===== config.mk =====
export PLATFORM = sky130hd
export DESIGN_NAME = mem_sweep_tester
export DESIGN_NICKNAME = d
export VERILOG_FILES = /design/src/rtl/mst_pkg.sv /design/src/rtl/mst_seq.sv /design/src/rtl/mst_delay.sv /design/src/rtl/mst_judge.sv /design/src/rtl/mem_sweep_tester.sv
export SDC_FILE = /design/constraint.sdc
export NUM_CORES = 1
export LEC_CHECK = 0
export ABC_CLOCK_PERIOD_IN_PS = 7000
export BUFFER_PORTS_ARGS = -buffer_cell sky130_fd_sc_hd__clkbuf_2
export CAP_MARGIN = 10
export CORE_MARGIN = 1
export CORE_UTILIZATION = 59
export DETAILED_ROUTE_END_ITERATION = 7
export PLACE_DENSITY = 0.85
export SYNTH_ARGS = -nofsm -noshare
export SYNTH_HDL_FRONTEND = slang
export SYNTH_SLANG_ARGS = --single-unit
export TNS_END_PERCENT = 50

===== constraint.sdc =====
create_clock -name clk -period 7 [get_ports clk]
set_input_delay 0.7 -clock clk [delete_from_list [all_inputs] [get_ports clk]]
set_output_delay 0.7 -clock clk [all_outputs]
set_load 0.05 [all_outputs]

===== src/rtl/mst_pkg.sv =====
// Shared types for the write-all-then-verify memory tester.
package mst_pkg;
    // Sequencer phases.
    typedef enum logic [2:0] {
        ST_IDLE  = 3'd0,
        ST_WRITE = 3'd1,
        ST_READ  = 3'd2,
        ST_DRAIN = 3'd3,
        ST_DONE  = 3'd4
    } phase_e;
endpackage


===== src/rtl/mst_seq.sv =====
// Sequencer: accepts a start, drives the write sweep and then the read sweep,
// and waits out the read latency before reporting completion.
// Assumes RD_LAT >= 1. An abort (stop option with a mismatch) ends the run at once.
module mst_seq
    import mst_pkg::*;
#(
    parameter int AW     = 16,
    parameter int DW     = 16,
    parameter int RD_LAT = 2
) (
    input  logic          clk,
    input  logic          rst_n,
    input  logic          start_i,
    input  logic          prereq_ok_i,
    input  logic          stop_on_err_i,
    input  logic [AW-1:0] base_i,
    input  logic [DW-1:0] len_i,
    input  logic          mismatch_i,
    output logic          mem_req_o,
    output logic          mem_we_o,
    output logic [AW-1:0] mem_addr_o,
    output logic [DW-1:0] mem_wdata_o,
    output logic          rd_issue_o,
    output logic          accept_o,
    output logic          abort_o,
    output logic          busy_o,
    output logic          done_o,
    output logic          stop_o
);
    localparam int DCW = $clog2(RD_LAT + 1);
    localparam logic [DCW-1:0] DRAIN_LAST = DCW'(RD_LAT - 1);

    phase_e        phase;
    logic [DW-1:0] idx;
    logic [DW-1:0] len_q;
    logic [AW-1:0] base_q;
    logic          stop_q;
    logic [DCW-1:0] drain_cnt;
    logic          last;

    // Decode start acceptance, end of sweep and abort.
    always_comb begin
        accept_o = start_i && prereq_ok_i && (phase == ST_IDLE || phase == ST_DONE);
        last     = (idx == len_q - DW'(1));
        abort_o  = mismatch_i && stop_q;
    end

    // Phase, index and captured run settings.
    always_ff @(posedge clk) begin
        if (!rst_n) begin
            phase     <= ST_IDLE;
            idx       <= '0;
            len_q     <= '0;
            base_q    <= '0;
            stop_q    <= 1'b0;
            drain_cnt <= '0;
        end else begin
            unique case (phase)
                ST_IDLE, ST_DONE: begin
                    if (accept_o) begin
                        base_q    <= base_i;
                        len_q     <= len_i;
                        stop_q    <= stop_on_err_i;
                        idx       <= '0;
                        drain_cnt <= '0;
                        phase     <= (len_i == '0) ? ST_DRAIN : ST_WRITE;
                    end
                end
                ST_WRITE: begin
                    if (last) begin
                        idx   <= '0;
                        phase <= ST_READ;
                    end else begin
                        idx <= idx + DW'(1);
                    end
                end
                ST_READ: begin
                    if (abort_o) begin
                        phase <= ST_DONE;
                    end else if (last) begin
                        drain_cnt <= '0;
                        phase     <= ST_DRAIN;
                    end else begin
                        idx <= idx + DW'(1);
                    end
                end
                ST_DRAIN: begin
                    if (abort_o || drain_cnt == DRAIN_LAST) begin
                        phase <= ST_DONE;
                    end else begin
                        drain_cnt <= drain_cnt + DCW'(1);
                    end
                end
                default: phase <= ST_IDLE;
            endcase
        end
    end

    // Memory bus and status drive from the current phase and index.
    always_comb begin
        mem_req_o   = (phase == ST_WRITE) || (phase == ST_READ);
        mem_we_o    = (phase == ST_WRITE);
        mem_addr_o  = base_q + AW'(idx);
        mem_wdata_o = idx + DW'(1);
        rd_issue_o  = (phase == ST_READ);
        busy_o      = (phase == ST_WRITE) || (phase == ST_READ) || (phase == ST_DRAIN);
        done_o      = (phase == ST_DONE);
        stop_o      = stop_q;
    end
endmodule


===== src/rtl/mst_delay.sv =====
// Delay line: carries the address and expected word of each read for DEPTH
// cycles so they meet the returned data. Flush clears every valid bit.
module mst_delay #(
    parameter int W     = 32,
    parameter int DEPTH = 2
) (
    input  logic         clk,
    input  logic         rst_n,
    input  logic         flush_i,
    input  logic         vld_i,
    input  logic [W-1:0] dat_i,
    output logic         vld_o,
    output logic [W-1:0] dat_o
);
    logic         vld_q [DEPTH];
    logic [W-1:0] dat_q [DEPTH];

    for (genvar s = 0; s < DEPTH; s++) begin : g_stage
        // One stage of the delay line.
        always_ff @(posedge clk) begin
            if (!rst_n || flush_i) begin
                vld_q[s] <= 1'b0;
                dat_q[s] <= '0;
            end else if (s == 0) begin
                vld_q[s] <= vld_i;
                dat_q[s] <= dat_i;
            end else begin
                vld_q[s] <= vld_q[(s == 0) ? 0 : s-1];
                dat_q[s] <= dat_q[(s == 0) ? 0 : s-1];
            end
        end
    end

    assign vld_o = vld_q[DEPTH-1];
    assign dat_o = dat_q[DEPTH-1];
endmodule


===== src/rtl/mst_judge.sv =====
// Comparator and failure record: flags a mismatch when a delayed read
// returns, keeps a saturating count and the details of the latest failure.
// Assumes clear_i pulses on the cycle a run is accepted.
module mst_judge #(
    parameter int AW = 16,
    parameter int DW = 16,
    parameter int CW = 16
) (
    input  logic          clk,
    input  logic          rst_n,
    input  logic          clear_i,
    input  logic          vld_i,
    input  logic [AW-1:0] addr_i,
    input  logic [DW-1:0] exp_i,
    input  logic [DW-1:0] act_i,
    output logic          mismatch_o,
    output logic [CW-1:0] cnt_o,
    output logic [AW-1:0] addr_o,
    output logic [DW-1:0] exp_o,
    output logic [DW-1:0] act_o,
    output logic [DW-1:0] xor_o
);
    localparam logic [CW-1:0] CNT_MAX = {CW{1'b1}};

    // Compare the returned word with the expected one.
    assign mismatch_o = vld_i && (act_i != exp_i);

    // Update the count and the failure record.
    always_ff @(posedge clk) begin
        if (!rst_n || clear_i) begin
            cnt_o  <= '0;
            addr_o <= '0;
            exp_o  <= '0;
            act_o  <= '0;
            xor_o  <= '0;
        end else if (mismatch_o) begin
            if (cnt_o != CNT_MAX) cnt_o <= cnt_o + CW'(1);
            addr_o <= addr_i;
            exp_o  <= exp_i;
            act_o  <= act_i;
            xor_o  <= exp_i ^ act_i;
        end
    end
endmodule


===== src/rtl/mem_sweep_tester.sv =====
// Top: write-all-then-verify memory tester. Writes i+1 to base+i for the
// whole range, then reads the range back in the same order and compares
// each word RD_LAT cycles after its request. Assumes the bus wiring is good.
module mem_sweep_tester #(
    parameter int AW     = 16,
    parameter int DW     = 16,
    parameter int RD_LAT = 2,
    parameter int CW     = 16
) (
    input  logic          clk,
    input  logic          rst_n,
    input  logic          start_i,
    input  logic          prereq_ok_i,
    input  logic          stop_on_err_i,
    input  logic [AW-1:0] base_i,
    input  logic [DW-1:0] len_i,
    output logic          mem_req_o,
    output logic          mem_we_o,
    output logic [AW-1:0] mem_addr_o,
    output logic [DW-1:0] mem_wdata_o,
    input  logic [DW-1:0] mem_rdata_i,
    output logic          done_o,
    output logic [CW-1:0] err_cnt_o,
    output logic [AW-1:0] err_addr_o,
    output logic [DW-1:0] err_exp_o,
    output logic [DW-1:0] err_act_o,
    output logic [DW-1:0] err_xor_o
);
    localparam int PW = AW + DW;

    logic          rd_issue;
    logic          accept;
    logic          abort;
    logic          busy;
    logic          stop_q;
    logic          mismatch;
    logic          pv;
    logic [PW-1:0] pd;

    mst_seq #(.AW(AW), .DW(DW), .RD_LAT(RD_LAT)) i_seq (
        .clk(clk), .rst_n(rst_n),
        .start_i(start_i), .prereq_ok_i(prereq_ok_i), .stop_on_err_i(stop_on_err_i),
        .base_i(base_i), .len_i(len_i), .mismatch_i(mismatch),
        .mem_req_o(mem_req_o), .mem_we_o(mem_we_o),
        .mem_addr_o(mem_addr_o), .mem_wdata_o(mem_wdata_o),
        .rd_issue_o(rd_issue), .accept_o(accept), .abort_o(abort),
        .busy_o(busy), .done_o(done_o), .stop_o(stop_q)
    );

    mst_delay #(.W(PW), .DEPTH(RD_LAT)) i_delay (
        .clk(clk), .rst_n(rst_n),
        .flush_i(abort || accept),
        .vld_i(rd_issue),
        .dat_i({mem_addr_o, mem_wdata_o}),
        .vld_o(pv), .dat_o(pd)
    );

    mst_judge #(.AW(AW), .DW(DW), .CW(CW)) i_judge (
        .clk(clk), .rst_n(rst_n), .clear_i(accept),
        .vld_i(pv && busy),
        .addr_i(pd[PW-1:DW]), .exp_i(pd[DW-1:0]), .act_i(mem_rdata_i),
        .mismatch_o(mismatch), .cnt_o(err_cnt_o),
        .addr_o(err_addr_o), .exp_o(err_exp_o), .act_o(err_act_o), .xor_o(err_xor_o)
    );
endmodule


==> metrics.txt <==
initial antenna violation count 0; drt initial violations 576; setup bufs post-CTS 0; largest net degree at the start of global routing 81; synth warn 0; Setup crit end mem_addr_o[14]; crit-path max FO 7; ys flop type dfxtp_1; DIE WIDTH 122 um; Post-synth ARST share 0%; total wire length 20100 um; Worst Skew 0.0107 ns; Final setup viols 0; PD cells 249 mW/mm2; Post-Syn Area 0.00849 mm2; final hold vios 0; CTS max path bufs 2; TritonCTS clock tree done; setup TNS 0 ns; Layout area overhead 18.0%; minimum clock period 4.29 ns; Tot GR Track Use 27.2%; worst slew pin tran 1.04 ns; Post-CTS Resized 0; Overflow after GRT 0; DIE HEIGHT 122 um; Crit. End Element primary output; worst r2r dst i_judge.cnt_o[7]; syn nets 1057; GP Congestion 0.936; R2R Path Start i_seq.phase[0]; Distinct cells, synth 68; top cell type's share of synthesized area 47.1%; Seq/Total Area, Yosys 47.1%; fin nets 1199; cells after synthesis 984; crit path launch i_seq.idx[0]; Max Cap Viol 0; CP Depth 12; global-route wire length before repair 31300 um; Clock H-tree levels 4; Critical Path AT 3.59 ns; dominant cell type by area after synthesis dfxtp_1; io pins 168; delay of the slowest critical-path stage 0.48 ns; fmax 233 MHz; Hold-fix buffers, CTS 0; top post-synthesis cells by area dfxtp_1, nand2_1, a21oi_1, xnor2_1, and2_1; CP cell instances ha_1 -> inv_1 -> fa_1 -> nor2b_1 -> o21ai_0 -> a21boi_0 -> o21ai_0 -> a21boi_0 -> o41ai_1 -> o21ai_0 -> xor2_1 -> clkbuf_2; CP top delay family compound AO/OA/AOI/OAI gates; clk slew on worst S/H paths 0.07 ns; Via-to-Cell Ratio 5.48; vias in the first global route 6425; leakage 0.00417 uW; Buf/Inv on CP 2; Slew Limit Fails 0; RSZ-0062 raised after global routing false; Register-to-Register Path Depth 7; Worst slew margin 30.2%; Worst-Skew Late Latency 0.43 ns; status complete, no violations; crit start category register; DRC 0; Design Power 2490 uW; Rows 43; Die ar. 0.0149 mm2; Root Driver clkbuf_16; core area 0.0139 mm2; worst slack, placed 3.20 ns; FILL cells 1060; CP most frequent cell o21ai_0; Worst VDD drop 0.000204 V; final worst path period share 61.3%; worst hold-check path type register to register; Ant. Diodes 0; DR WL/cell 15.2 um; Starting Density 60.9%; via count 7229; Num CTS Buffers 17; EDFF count, synth 0; CTS sink count 200; count leader, synth dfxtp_1; worst hold slack 0.422 ns; Avg Inst Size Synth 8.63 um2; synthesis-stage register bit count 200; Critical Path RT 6.30 ns; Crit-path slowest cell dfxtp_1; Synth top cells by count dfxtp_1, nand2_1, a21oi_1; DPL Wire Length 14400 um; slack of the critical path 2.71 ns; TritonRoute pass-1 iters 6; ANT nets after route 0; reg2reg setup slack 3.57 ns; layout cells sized above 1 20.7%; CP Class register to primary output; Layout Utilization 71.9%; Port Buffers 167
==> sequential cells by signal, summed over array words and instances (netlist names) <==
register,cells
i_seq.len_q,16
i_seq.idx,16
i_judge.act_o,16
i_delay.vld_q,2
i_judge.addr_o,16
i_judge.exp_o,16
i_delay.dat_q,64
i_seq.base_q,16
i_judge.cnt_o,16
i_judge.xor_o,16
i_seq.stop_o,1
i_seq.drain_cnt,2
i_seq.phase,3
==> worst min-delay path by stage <==
| stage | from | depth (start not counted) | slack [ns] | to |
|---|---|---|---|---|
| finish | i_delay.dat_q[0][27] | 1 | 0.42 | i_delay.dat_q[1][27] |
| global route | i_delay.dat_q[0][26] | 1 | 0.43 | i_delay.dat_q[1][26] |
| CTS | i_delay.dat_q[0][17] | 1 | 0.42 | i_delay.dat_q[1][17] |
| detailed placement | i_delay.dat_q[0][26] | 1 | 0.41 | i_delay.dat_q[1][26] |
| global placement | i_delay.dat_q[0][27] | 1 | 0.41 | i_delay.dat_q[1][27] |
| floorplan | i_delay.dat_q[0][0] | 1 | 0.41 | i_delay.dat_q[1][0] |
==> final cells by class <==
cell class | instances | area (um2) | share of cell area (%)
clock buffer | 18 | 439 | 4.38
clock inverter | 13 | 189 | 1.89
inverter | 30 | 113 | 1.12
multi-input combinational | 704 | 4170 | 41.6
sequential | 200 | 4000 | 40.0
tap | 180 | 225 | 2.25
timing repair buffer | 173 | 881 | 8.79
==> report_power, final <==
group          switching (uW)  internal (uW)  total (uW)
logic                     179           89.0         268
registers                23.2           1160        1180
clock network             429            611        1040
==> placed cells by master (no fill, tap or decap), drive strengths merged, types with 3 or more instances in the layout <==
cell type	instances
dfxtp	200
nand2	197
clkbuf	185
a21oi	102
nor2	78
and2	51
xnor2	40
inv	35
xor2	30
ha	19
nor3	18
nand3	15
a211oi	15
o21ai	14
nor4	12
o2bb2ai	10
nand4	10
and3	9
nor2b	6
buf	6
a211o	6
a31oi	5
nand3b	5
mux2i	4
nand2b	4
a21boi	4
bufinv	4
o22ai	3
or2	3
or4	3
clkinv	3
==> through the flow <==
stage | instances | area [um2]
4_1_cts | 1318 | 10000
3_3_place_gp | 1287 | 9390
3_5_place_dp | 1287 | 9390
2_1_floorplan | 984 | 8490
5_1_grt | 1318 | 10000
6_report | 1318 | 10000
==> per-layer routing <==
metal | wire, um | global-route usage, %
met1 | 8710 | 35.4
met2 | 9450 | 44.2
met3 | 1430 | 5.62
met4 | 488 | 10.4
met5 | 0 | 0
==> cell families (layout without fill, tap and decap cells) <==
| group | after synthesis | count (layout) | synth area share (%) |
|---|---|---|---|
| multiplexers | 5 | 5 | 0.604 |
| buffers and inverters | 80 | 234 | 4.05 |
| AO/OA/AOI/OAI | 186 | 186 | 14.5 |
| XOR/XNOR | 70 | 70 | 7.22 |
| AND/OR/NAND/NOR | 423 | 423 | 23.5 |
| flip-flops | 200 | 200 | 47.1 |
| adder cells (fa/ha/maj) | 20 | 20 | 3.04 |
Power figures use the tool's default switching activity.
